[src/rtl/rsf_pkg.sv]
package rsf_pkg;
    typedef enum logic [1:0] {
        S_IDLE    = 2'd0,
        S_ISOLATE = 2'd1,
        S_SELECT  = 2'd2,
        S_REPORT  = 2'd3
    } rsf_state_e;
endpackage

[src/rtl/rsf_prop_store.sv]
module rsf_prop_store #(
    parameter int NUM_SETS  = 16,
    parameter int NUM_PROPS = 4,
    localparam int SET_W  = $clog2(NUM_SETS),
    localparam int PROP_W = (NUM_PROPS > 1) ? $clog2(NUM_PROPS) : 1
) (
    input  logic                                 clk,
    input  logic                                 rst_n,
    input  logic                                 wr_en,
    input  logic [PROP_W-1:0]                    wr_prop,
    input  logic [SET_W-1:0]                     wr_set,
    input  logic                                 wr_bit,
    output logic [NUM_PROPS-1:0][NUM_SETS-1:0]   vec
);
    always_ff @(posedge clk or negedge rst_n) begin
        if (!rst_n) begin
            vec <= '0;
        end else if (wr_en && (int'(wr_prop) < NUM_PROPS)) begin
            vec[wr_prop][wr_set] <= wr_bit;
        end
    end
endmodule

[src/rtl/rsf_split.sv]
module rsf_split #(
    parameter int NUM_SETS = 16
) (
    input  logic [NUM_SETS-1:0] vec,
    input  logic [NUM_SETS-1:0] home,
    output logic [NUM_SETS-1:0] upper,
    output logic [NUM_SETS-1:0] lower
);
    logic [NUM_SETS-1:0] shifted;
    logic [NUM_SETS-1:0] at_or_below;

    always_comb begin
        shifted     = home << 1;
        at_or_below = shifted - NUM_SETS'(1);
        upper       = vec & ~at_or_below;
        lower       = vec & at_or_below;
    end
endmodule

[src/rtl/rsf_isolate.sv]
module rsf_isolate #(
    parameter int NUM_SETS = 16
) (
    input  logic [NUM_SETS-1:0] upper,
    input  logic [NUM_SETS-1:0] lower,
    output logic [NUM_SETS-1:0] next_pos
);
    logic [NUM_SETS-1:0] part;

    always_comb begin
        part     = (|upper) ? upper : lower;
        next_pos = part & (~part + NUM_SETS'(1));
    end
endmodule

[src/rtl/rsf_select.sv]
module rsf_select #(
    parameter int NUM_SETS  = 16,
    parameter int NUM_PROPS = 4
) (
    input  logic [NUM_PROPS-1:0][NUM_SETS-1:0] next_pos,
    input  logic [NUM_PROPS-1:0]               home_hit,
    input  logic [NUM_PROPS-1:0]               non_empty,
    input  logic [NUM_SETS-1:0]                home,
    output logic [NUM_SETS-1:0]                pick,
    output logic                               stay,
    output logic                               empty
);
    logic decided;

    always_comb begin
        pick    = '0;
        stay    = 1'b0;
        empty   = 1'b1;
        decided = 1'b0;
        for (int p = 0; p < NUM_PROPS; p++) begin
            if (!decided) begin
                if (home_hit[p]) begin
                    pick    = home;
                    stay    = 1'b1;
                    empty   = 1'b0;
                    decided = 1'b1;
                end else if (non_empty[p]) begin
                    pick    = next_pos[p];
                    empty   = 1'b0;
                    decided = 1'b1;
                end
            end
        end
    end
endmodule

[src/rtl/rsf_finder.sv]
module rsf_finder #(
    parameter int NUM_SETS  = 16,
    parameter int NUM_PROPS = 4,
    localparam int SET_W  = $clog2(NUM_SETS),
    localparam int PROP_W = (NUM_PROPS > 1) ? $clog2(NUM_PROPS) : 1
) (
    input  logic                clk,
    input  logic                rst_n,
    input  logic                upd_valid,
    input  logic [PROP_W-1:0]   upd_prop,
    input  logic [SET_W-1:0]    upd_set,
    input  logic                upd_bit,
    input  logic                req_valid,
    input  logic [NUM_SETS-1:0] req_home,
    output logic                ready,
    output logic                rsp_valid,
    output logic [NUM_SETS-1:0] rsp_set,
    output logic                rsp_no_reloc,
    output logic                rsp_none
);
    import rsf_pkg::*;

    rsf_state_e state_q, state_d;
    logic       accept;

    logic [NUM_PROPS-1:0][NUM_SETS-1:0] vec;
    logic [NUM_PROPS-1:0][NUM_SETS-1:0] upper_d, lower_d;
    logic [NUM_PROPS-1:0][NUM_SETS-1:0] upper_q, lower_q;
    logic [NUM_PROPS-1:0][NUM_SETS-1:0] next_d, next_q;
    logic [NUM_PROPS-1:0]               hit_d, hit_q, any_d, any_q;
    logic [NUM_SETS-1:0]                home_q;
    logic [NUM_SETS-1:0]                pick;
    logic                               stay, empty;

    rsf_prop_store #(.NUM_SETS(NUM_SETS), .NUM_PROPS(NUM_PROPS)) u_store (
        .clk     (clk),
        .rst_n   (rst_n),
        .wr_en   (upd_valid),
        .wr_prop (upd_prop),
        .wr_set  (upd_set),
        .wr_bit  (upd_bit),
        .vec     (vec)
    );

    for (genvar p = 0; p < NUM_PROPS; p++) begin : g_prop
        rsf_split #(.NUM_SETS(NUM_SETS)) u_split (
            .vec   (vec[p]),
            .home  (req_home),
            .upper (upper_d[p]),
            .lower (lower_d[p])
        );
        rsf_isolate #(.NUM_SETS(NUM_SETS)) u_iso (
            .upper    (upper_q[p]),
            .lower    (lower_q[p]),
            .next_pos (next_d[p])
        );
        assign hit_d[p] = |(lower_q[p] & home_q);
        assign any_d[p] = |(upper_q[p] | lower_q[p]);
    end

    rsf_select #(.NUM_SETS(NUM_SETS), .NUM_PROPS(NUM_PROPS)) u_sel (
        .next_pos  (next_q),
        .home_hit  (hit_q),
        .non_empty (any_q),
        .home      (home_q),
        .pick      (pick),
        .stay      (stay),
        .empty     (empty)
    );

    assign ready  = (state_q == S_IDLE) || (state_q == S_REPORT);
    assign accept = ready && req_valid;

    always_comb begin
        state_d = state_q;
        unique case (state_q)
            S_IDLE:    if (accept) state_d = S_ISOLATE;
            S_ISOLATE: state_d = S_SELECT;
            S_SELECT:  state_d = S_REPORT;
            S_REPORT:  state_d = accept ? S_ISOLATE : S_IDLE;
            default:   state_d = S_IDLE;
        endcase
    end

    always_ff @(posedge clk or negedge rst_n) begin
        if (!rst_n) state_q <= S_IDLE;
        else        state_q <= state_d;
    end

    always_ff @(posedge clk or negedge rst_n) begin
        if (!rst_n) begin
            upper_q <= '0;
            lower_q <= '0;
            home_q  <= '0;
        end else if (accept) begin
            upper_q <= upper_d;
            lower_q <= lower_d;
            home_q  <= req_home;
        end
    end

    always_ff @(posedge clk or negedge rst_n) begin
        if (!rst_n) begin
            next_q <= '0;
            hit_q  <= '0;
            any_q  <= '0;
        end else if (state_q == S_ISOLATE) begin
            next_q <= next_d;
            hit_q  <= hit_d;
            any_q  <= any_d;
        end
    end

    always_ff @(posedge clk or negedge rst_n) begin
        if (!rst_n) begin
            rsp_valid    <= 1'b0;
            rsp_set      <= '0;
            rsp_no_reloc <= 1'b0;
            rsp_none     <= 1'b0;
        end else begin
            rsp_valid <= (state_q == S_SELECT);
            if (state_q == S_SELECT) begin
                rsp_set      <= pick;
                rsp_no_reloc <= stay;
                rsp_none     <= empty;
            end
        end
    end
endmodule

[config.mk]
export PLATFORM = sky130hd
export DESIGN_NAME = rsf_finder
export DESIGN_NICKNAME = d
export VERILOG_FILES = /design/src/rtl/rsf_pkg.sv /design/src/rtl/rsf_prop_store.sv /design/src/rtl/rsf_split.sv /design/src/rtl/rsf_isolate.sv /design/src/rtl/rsf_select.sv /design/src/rtl/rsf_finder.sv
export SDC_FILE = /design/constraint.sdc
export NUM_CORES = 1
export LEC_CHECK = 0
export ABC_CLOCK_PERIOD_IN_PS = 4200
export BUFFER_PORTS_ARGS = -buffer_cell sky130_fd_sc_hd__buf_2
export CAP_MARGIN = 10
export CORE_AREA = 2 2 248 250
export CTS_CLUSTER_DIAMETER = 80
export DETAILED_ROUTE_END_ITERATION = 12
export DIE_AREA = 0 0 250 252
export GPL_TIMING_DRIVEN = 1
export PLACE_DENSITY = 0.49
export SLEW_MARGIN = 15
export SYNTH_ARGS = -nofsm -noshare
export SYNTH_HDL_FRONTEND = slang
export SYNTH_HIERARCHICAL = 1
export SYNTH_SLANG_ARGS = --single-unit
[constraint.sdc]
create_clock -name clk -period 4.2 [get_ports clk]
set_input_delay 1.05 -clock clk [delete_from_list [all_inputs] [get_ports clk]]
set_output_delay 1.05 -clock clk [all_outputs]
set_load 0.02 [all_outputs]
# Word level (Yosys, flattened, before mapping)
# Cells that the tools add are included.
# totals
latch_bits,0
ramBits,0
output_inout_bits,20
ff_bits,301
n_memories,0
input_bits,27
word_cells,128
rom_bits,0
# classes
addsub,5
multipliers,0
shifts,0
div,0
reduce_logical,17
n_eq_ne,4
muxes,49
bitwise_logic,25
magnitude_cmp,4
# op_table
cell,n
$and 16x16->16,16
$mux 16,16
$reduce_or 16->1,12
$not 16->16,5
$add 16x1->16 const B,4
$bwmux 64,1
$or 16x16->16,4
$demux 16 s2,1
$mux 1,28
$sub 16x1->16 const B,1
$pmux 2 s4,1
$lt 4x5->1 const B,1
$demux 1 s4,1
$eq 2x2->1 const B,2
$ge 4x1->1 const B,1
$logic_and 1x1->1,3
$lt 2x3->1 const B,1
$eq 2x1->1 const B,1
$ge 2x1->1 const B,1
$logic_not 2->1,1
$mux 2,1
$ne 2x2->1 const B,1
$logic_or 1x1->1,1

# Depth between registers and ports, before layout
# Gate-level depths: netlist of the first run.
# logic_depth
ltp_word,11
depth_mapped,8
ltp_nobuf,6

# By module
# Netlist of the first run, hierarchy kept.
# by_module_without_submodules
mod,instances,seq_area_each_um2,cells_per_inst,area_each_um2
rsf_finder,1,5930.7,603,10097.2
rsf_prop_store,1,1601.5,231,2996.6
rsf_split,4,0.0,81,565.5
rsf_isolate,4,0.0,70,461.7
rsf_select,1,0.0,84,665.6

# Least setup slack after synthesis of the first run
# No wires, ideal clock.
# synth_timing
kind,input port to flip-flop
start,in req_home[3]
end,reg upper_q[40] in the netlist's numbering
arrival_ns,2.383
setup_ns,0.125
slack_ns,1.692
t_required_ns,4.075
path_buffers,1
path_stages,5
cell_sequence,buf_6 -> or4_4 -> or3_1 -> and3_1 -> mux2_4
# synth_rtl
element,line,text
start: declaration,rsf_finder.sv:14,"input logic [NUM_SETS-1:0] req_home,"
end signal: assignment,rsf_finder.sv:96,upper_q <= upper_d;
end: declaration,rsf_finder.sv:28,"logic [NUM_PROPS-1:0][NUM_SETS-1:0] upper_q, lower_q;"

==> impl_metrics.ini, run 1 <==
[global_route]
grt_max_degree = 99
grt_antenna_before_repair = 0
grt_remaining_overflow = 0
grt_pass1_vias = 12760
grt_use_total_pct = 18.5
grt_pass1_wl_um = 87300

[setup_path]
cp-startpoint = upper_q[0]$_DFFE_PN0P_
cp.arrival_ns = 3.46
crit_path_end_kind = flip-flop
r2r_slack_ns = 1.23
reg2reg_depth = 5
worst-setup-path-type = reg2reg
r2r-start = upper_q[0]$_DFFE_PN0P_
worst-path-max-fanout = 17
startpoint_type = flip-flop
r2r-end = next_q[2]$_DFFE_PN0N_
required_ns = 4.69

[cts]
clk_latency_ns = 0.56
clk_pin_slew_ns = 0.06
cts_hold_buf = 0
cts_buffer_depth = 3
cts_setup_buffers = 0
h-tree-depth = 2
cts_tree = done
root_buffer = clkbuf_16
cts.sinks = 301
cts_buffers = 36
cts_resized = 0

[synthesis]
synth_enable_flop_cells = 0
synth_area_leaders = dfrtp_1 (42%), mux2_2 (11%), mux2_4 (9.8%)
netlist_instances = 1522
ys_ff_latch = 301
ys_types = 68
post-synth-top-count-cell = dfrtp_1
ys_seq_area_share_pct = 42.2
avgSynthCellArea_um2 = 11.7
synth_top_area_share_pct = 42.2
synth_top_cell_by_area = dfrtp_1
async_flop_share_pct = 100
ys.flop_type = dfrtp_1
yosys_warnings = 6
synthesis.nets = 1558
syn_area_um2 = 17900
synth_common_cells = dfrtp_1 (301), mux2_2 (169), mux2_4 (117)

[place]
gp_congestion = 0.876
dp_slack_ns = 1.29
io_buffers = 46
dpl.hpwl_um = 41800
placed_area_um2 = 18500

[floorplanning]
core_area_um2 = 60100
die_area_um2 = 63000
std_cell_rows = 90
ioPinCount = 47
die_w_um = 250
die_y_um = 252
start_util_pct = 29.7

[timing]
slew_headroom_pct = 13.5
setup_viol = 0
worst_pin_slew_ns = 1.29
maxSlewViolCount = 0
rsz0062_at_grt = no
hold_viol_final = 0
post-route-worst-setup-slack_ns = 1.23
finalCritPeriodShare_pct = 70.7
fmax_mhz = 337
setup_tns_ns = 0
skew_ns = 0.0197
hold_ws_ns = 0.429
period_needed_ns = 2.97

[power_and_ir_drop]
power.density_nw_per_um2 = 767
power.total_uw = 15200
ir_worst_vdd_mv = 0.348
p_leak_uw = 0.00868

[cells_and_area]
diodes = 0
area_growth_pct = 10.6
layout.nets = 1585
drive_gt1_share_pct = 30.5
design_area_um2 = 19800

[run]
max_cap_viol_count = 0

[status]
status = finished, final reports clean

[drt]
via_count = 13140
vias_per_cell = 5.57
dr.pass1.iters = 6
routed_wl_um = 58400
routedWlPerCell_um = 24.8
antenna_left = 0
dr.first_iter.drc_count = 1390
drc = 0

[min_path]
hp-class = in2async
metal layers:
| layer | global-route usage, % | wire length (um) |
|---|---|---|
| met1 | 26.7 | 27900 |
| met2 | 28.6 | 25800 |
| met3 | 2.71 | 3370 |
| met4 | 5.25 | 1440 |
| met5 | 0 | 0 |
power by group:
group / switching [uW] / internal (uW) / leakage, uW
sequential: 1730 / 3840 / 0.00400
clock: 1300 / 1990 / 0.000621
combinational: 3380 / 2920 / 0.00406
total: 6410 / 8750 / 0.00868
cell type report:
type                       instances  area [um^2]
sequential                       301         7530
timing repair buffer              64          425
multi-input combinational       1125         9510
clock buffer                      57         1140
inverter                          21         78.8
tap                              782          978
fill                            6068        40400
clock inverter                     9          103
cells in the final DEF (no fill, tap or decap), drive strengths merged, types with 32 or more instances in the layout:
| master | n |
|---|---|
| buf | 64 |
| mux2i | 56 |
| nor3 | 40 |
| a31oi | 48 |
| clkbuf | 57 |
| nand2b | 32 |
| nor2 | 69 |
| dfrtp | 301 |
| o21ai | 39 |
| nand2 | 101 |
| mux2 | 290 |
| nor4 | 74 |
worst max path at each step:
| stage | endpoint | slack (ns) | depth (start not counted) |
|---|---|---|---|
| after floorplan | upper_q[40]$_DFFE_PN0P_ | 1.69 | 5 |
| after global placement | upper_q[13]$_DFFE_PN0P_ | 1.29 | 7 |
| after detailed placement | lower_q[15]$_DFFE_PN0P_ | 1.29 | 7 |
| after CTS | next_q[2]$_DFFE_PN0N_ | 1.32 | 5 |
| after global routing | next_q[2]$_DFFE_PN0N_ | 1.13 | 5 |
| final | next_q[2]$_DFFE_PN0N_ | 1.23 | 5 |
state kept, by name (all words and copies together) (netlist names):
signal	cells
lower_q	64
next_q	64
u_store/vec	64
upper_q	64
home_q	16
rsp_set	16
any_q	4
hit_q	4
state_q	2
rsp_no_reloc	1
rsp_none	1
rsp_valid	1
worst max-delay path, cell delays in order (launching register included):
cell and delay, ns:
dfrtp_1 0.52, or4_4 0.63, nor3_4 0.54, a31oi_1 0.17
a2111oi_1 0.76, mux2_2 0.28
cell families (layout without fill, tap and decap cells):
kind of cell             count (synthesis)  in the layout  share of synthesized area, %
XOR/XNOR                                12             12                         0.588
buffers and inverters                   96            151                          4.71
adder cells (fa/ha/maj)                  9              9                         0.630
AND/OR/NAND/NOR                        526            526                          18.5
other                                    4              4                        0.0840
AO/OA/AOI/OAI                          228            228                          9.42
multiplexers                           346            346                          23.9
flip-flops                             301            301                          42.2
metrics by stage:
| step | std cells | utilization (%) |
|---|---|---|
| floorplan | 1522 | - |
| global placement | 2293 | 30.8 |
| detailed placement | 2293 | 30.8 |
| CTS | 2359 | 32.9 |
| global route | 2359 | 32.9 |
| finish | 2359 | 32.9 |
No activity file was read; power rests on OpenSTA's default activity.
==> inputs of run 2 (changes only) <==
- ABC_AREA: default -> 1
- ABC_CLOCK_PERIOD_IN_PS: 4200 -> 2480
- CORE_AREA: 2 2 248 250 -> 2 2 256 258
- DIE_AREA: 0 0 250 252 -> 0 0 258 260
- PLACE_DENSITY: 0.49 -> 0.51
- clock period: 4.2 -> 2.48 ns (I/O delays scaled with it)
==> impl_metrics.ini, run 2 <==
[setup_path]
worst-setup-path-type = reg2out
crit_path_end_kind = output pin
critical_path.top_delay_family = flip-flops
path_buf_inv = 3
slowest_stage = dfrtp_1
cp-startpoint = state_q[0]$_DFFE_PN0P_
startpoint_type = flip-flop
crit_end = ready
crit_cells = 4
required_ns = 1.86
cp.arrival_ns = 1.68
reg2reg_depth = 12
r2r-start = upper_q[47]$_DFFE_PN0P_
r2r-end = next_q[41]$_DFFE_PN0N_
worst-path-max-fanout = 4
path_cells = inv_1 > ha_1 > inv_1 > buf_2
r2r_slack_ns = 0.41
crit_path_frequent_cell = inv_1
slowest_delay_ns = 0.40

[drt]
dr.pass1.iters = 5
antenna_left = 0
dr.first_iter.drc_count = 1296
routed_wl_um = 64900
via_count = 17456
vias_per_cell = 4.56
drc = 0
routedWlPerCell_um = 17.0

[synthesis]
netlist_instances = 2901
synth_compound_area_share_pct = 3.57
yosys.area_share.simple_pct = 44.2
yosys_warnings = 6
avgSynthCellArea_um2 = 6.61
ys_types = 36
ys_seq_area_share_pct = 39.3
synth_top_family_by_area = simple AND/OR/NAND/NOR gates
ys_ff_latch = 301
synthesis.nets = 2937
synth_area_leaders = dfrtp_1 (39%), nand2_1 (23%), nor2_1 (8.2%)
post-synth-top-count-cell = nand2_1
synthXorXnorAreaFrac_pct = 1.28
async_flop_share_pct = 100
synth_top_cell_by_area = dfrtp_1
syn_area_um2 = 19200
ys.flop_type = dfrtp_1
synth_top_area_share_pct = 39.3
synth_enable_flop_cells = 0
synth.area.mux_share_pct = 1.06
synth_common_cells = nand2_1 (1187), nor2_1 (419), inv_1 (325)
synthAdderAreaFrac_pct = 0.587

[cts]
cts_buffer_depth = 3
cts_tree = done
clk_pin_slew_ns = 0.06
root_buffer = clkbuf_16
cts_hold_buf = 1
cts.sinks = 301
cts_buffers = 38
h-tree-depth = 2
cts_setup_buffers = 0
cts_resized = 0
clk_latency_ns = 0.57

[floorplanning]
die_area_um2 = 67100
ioPinCount = 47
die_w_um = 258
std_cell_rows = 93
start_util_pct = 29.9
core_area_um2 = 64100
die_y_um = 260

[global_route]
grt_max_degree = 77
grt_use_total_pct = 19.5
grt_pass1_wl_um = 101000
grt_remaining_overflow = 0
grt_pass1_vias = 16279
grt_antenna_before_repair = 6

[timing]
period_needed_ns = 2.30
slew_headroom_pct = 40.0
rsz0062_at_grt = no
fmax_mhz = 435
finalCritPeriodShare_pct = 92.7
setup_tns_ns = 0
setup_viol = 0
maxSlewViolCount = 0
skew_ns = 0.0214
hold_viol_final = 0
worst_pin_slew_ns = 0.897

[min_path]
hp-start = req_home[15]
hp-class = in2reg

[place]
dp_cells = 3755
dpl.hpwl_um = 48300
io_buffers = 46
gp_congestion = 0.856

[cells_and_area]
final_cell_mix = nand2_1 (1187), nor2_1 (419), inv_1 (324)
stdcell_count = 3824
area_growth_pct = 13.3
layout_commonest_cell = nand2_1
layout.nets = 2977
drive_gt1_share_pct = 10.6

[power_and_ir_drop]
power.total_uw = 27200
ir_worst_vdd_mv = 0.500
p_leak_uw = 0.0116
power.density_nw_per_um2 = 1250

[run]
max_cap_viol_count = 0

[status]
status = finished, final reports clean
## run 2: worst min path at each step
stage                             endpoint  slack, ns  cells past startpoint
finish              home_q[15]$_DFFE_PN0P_       0.33                      3
global route        home_q[15]$_DFFE_PN0P_       0.33                      3
CTS                 home_q[15]$_DFFE_PN0P_       0.28                      3
detailed placement  next_q[42]$_DFFE_PN0N_       0.46                      2
global placement    next_q[41]$_DFFE_PN0N_       0.45                      2
floorplan             any_q[0]$_DFFE_PN0N_       0.32                      0
## run 2: per-layer routing
layer / vias to the layer above / part of all wire [%] / track usage (%)
li1: 8934 / - / -
met1: 8031 / 50 / 28.4
met2: 398 / 44 / 30.3
met3: 83 / 4.7 / 2.96
met4: 10 / 1.8 / 4.16
met5: - / 0.085 / 0
## run 2: worst register-to-register path: cells and delay by family (launching register included)
family / cells / cell delay [ns]
AND/OR/NAND/NOR: 12 / 1.55
flip-flops: 1 / 0.46
## run 2: cell type report
type	count	area, um^2
fill	7039	42400
multi-input combinational	2157	9740
sequential	301	7530
inverter	342	1280
clock buffer	52	1120
tap	855	1070
timing repair buffer	101	781
clock inverter	15	188
antenna	1	2.50
## run 2: where the power goes
part           switching (uW)  internal, uW
sequential               2030          6390
combinational            8790          4120
clock                    2350          3510
## run 2: metrics by stage
stage	util (%)	instance area (um^2)	hold WS, ns	setup WS [ns]
2_1_floorplan	-	19200	0.324	0.863
3_3_place_gp	31.8	20400	0.455	0.412
3_5_place_dp	31.8	20400	0.459	0.404
4_1_cts	33.9	21700	0.283	0.143
5_1_grt	33.9	21700	0.330	0.0882
6_report	33.9	21700	0.330	0.182
## run 2: cell families after synthesis
group	after synthesis
simple gates	1971
buf+inv	443
flops	301
compound gates	127
xor+xnor	28
mux	18
fa+ha+maj	9
other cells	4
==> inputs of run 3 (changes only) <==
- ABC_AREA: 1 -> default
- CORE_AREA: 2 2 256 258 -> 2 2 248 250
- DIE_AREA: 0 0 258 260 -> 0 0 250 252
- PLACE_DENSITY: 0.51 -> 0.5
==> impl_metrics.ini, run 3 (synthesis results as in run 1) <==
[power_and_ir_drop]
power.density_nw_per_um2 = 1310
power.total_uw = 27500
p_leak_uw = 0.00948
ir_worst_vdd_mv = 0.511

[cts]
cts_hold_buf = 0
h-tree-depth = 2
clk_pin_slew_ns = 0.06
clk_latency_ns = 0.56
root_buffer = clkbuf_16
cts_buffers = 38
cts_buffer_depth = 3
cts_tree = done
cts.sinks = 301

[global_route]
use_met2_pct = 28.9
grt_pass1_wl_um = 91600
grt_remaining_overflow = 0
grtUsageMet3_pct = 3.03
grt_use_total_pct = 19.4
grt_antenna_before_repair = 2
grt_pass1_vias = 13418
globalRouteMet1Util_pct = 29.4
gr-max-usage-layer = met1
grt_max_degree = 61

[timing]
period_needed_ns = 2.44
hold_viol_final = 0
finalCritPeriodShare_pct = 98.3
rsz0062_at_grt = no
worst_pin_slew_ns = 1.15
fmax_mhz = 410
setup_viol = 0
slew_headroom_pct = 23.3
maxSlewViolCount = 0
skew_ns = 0.0156

[floorplanning]
die_w_um = 250
die_y_um = 252
die_area_um2 = 63000
start_util_pct = 29.7
ioPinCount = 47
core_area_um2 = 60100
std_cell_rows = 90

[setup_path]
crit_path_end_kind = flip-flop
worst-setup-path-type = reg2reg
slowest_delay_ns = 0.63
cp-startpoint = lower_q[1]$_DFFE_PN0P_
required_ns = 2.97
slowest_stage = or4_1
cp.arrival_ns = 2.93
path_cells = or4_1 > nor2_1 > o21bai_1 > nor4_1 > mux2_2
startpoint_type = flip-flop
worst-path-max-fanout = 7
r2r-start = lower_q[1]$_DFFE_PN0P_

[drt]
dr.first_iter.drc_count = 1364
routedWlPerCell_um = 24.3
routed_wl_um = 61000
via_count = 13682
antenna_left = 0
dr.pass1.iters = 7
drc = 0
vias_per_cell = 5.46

[cells_and_area]
final_cell_mix = dfrtp_1 (301), mux2_2 (169), buf_4 (156)
area_growth_pct = 17.8
layout_commonest_cell = dfrtp_1
fin_util_pct = 35.0
layout.nets = 1734
drive_gt1_share_pct = 37.0
seq_area_um2 = 7530
multi_input_area_um2 = 9570
final.fill_count = 6089

[place]
gp_congestion = 0.887
dpl.hpwl_um = 45700
io_buffers = 46

[status]
status = finished, final reports clean

[min_path]
hp-class = in2async

[run]
max_cap_viol_count = 0
## run 3: worst paths after layout
path	endpoint	slack [ns]	cells after the start
max in group asynchronous	next_q[23]$_DFFE_PN0N_	1.64	2
worst max-delay path	next_q[12]$_DFFE_PN0N_	0.04	5
min in group clk	home_q[15]$_DFFE_PN0P_	0.32	2
worst max register to register	next_q[12]$_DFFE_PN0N_	0.04	5
worst min-delay path	u_store/vec[24]$_DFFE_PN0P_	0.002	1
worst min register to register	rsp_set[3]$_DFFE_PN0P_	0.50	1
## run 3: timing repair
item                                    4_1_cts  5_1_grt
pin swaps                                     0        1
setup buffers                                 0        2
resized for setup                             2       10
endpoints found under the setup margin        2       11
## run 3: metrics by stage
stage | instance area [um^2] | std cells | hold slack (ns) | setup WS [ns] | TNS, ns
2_1_floorplan | 17900 | 1522 | 0.324 | 0.402 | 0
3_3_place_gp | 19700 | 2438 | 0.489 | -0.0548 | -0.0653
3_5_place_dp | 19700 | 2438 | 0.492 | -0.0265 | -0.0265
4_1_cts | 21000 | 2504 | 0.0333 | 0.0151 | 0
5_1_grt | 21000 | 2506 | 0.0293 | 0.0108 | 0
6_report | 21000 | 2507 | 0.00224 | 0.0412 | 0
## run 3: cell type report
| cell class | count | area share (%) |
|---|---|---|
| clock buffer | 54 | 5.35 |
| timing repair buffer | 211 | 7.56 |
| multi-input combinational | 1125 | 45.5 |
| antenna | 1 | 0.0119 |
| sequential | 301 | 35.8 |
| inverter | 21 | 0.375 |
| clock inverter | 12 | 0.749 |
| tap | 782 | 4.65 |
## run 3: power by group
group          total, uW  internal (uW)  switching [uW]
sequential          8900           6520            2380
clock               5720           3480            2240
combinational      12900           6060            6830
total              27500          16100           11500
## run 3: layer usage
layer	wire, um	up-vias
met4	1150	0
met5	0	-
met3	3660	67
met2	26200	486
met1	30000	6968
li1	-	6161
## run 3: worst max-delay path, delay by kind of cell, from the launching register on
kind            cells  cell delay, ns
compound gates      1            0.17
flops               1            0.48
simple gates        3            1.47
mux                 1            0.26
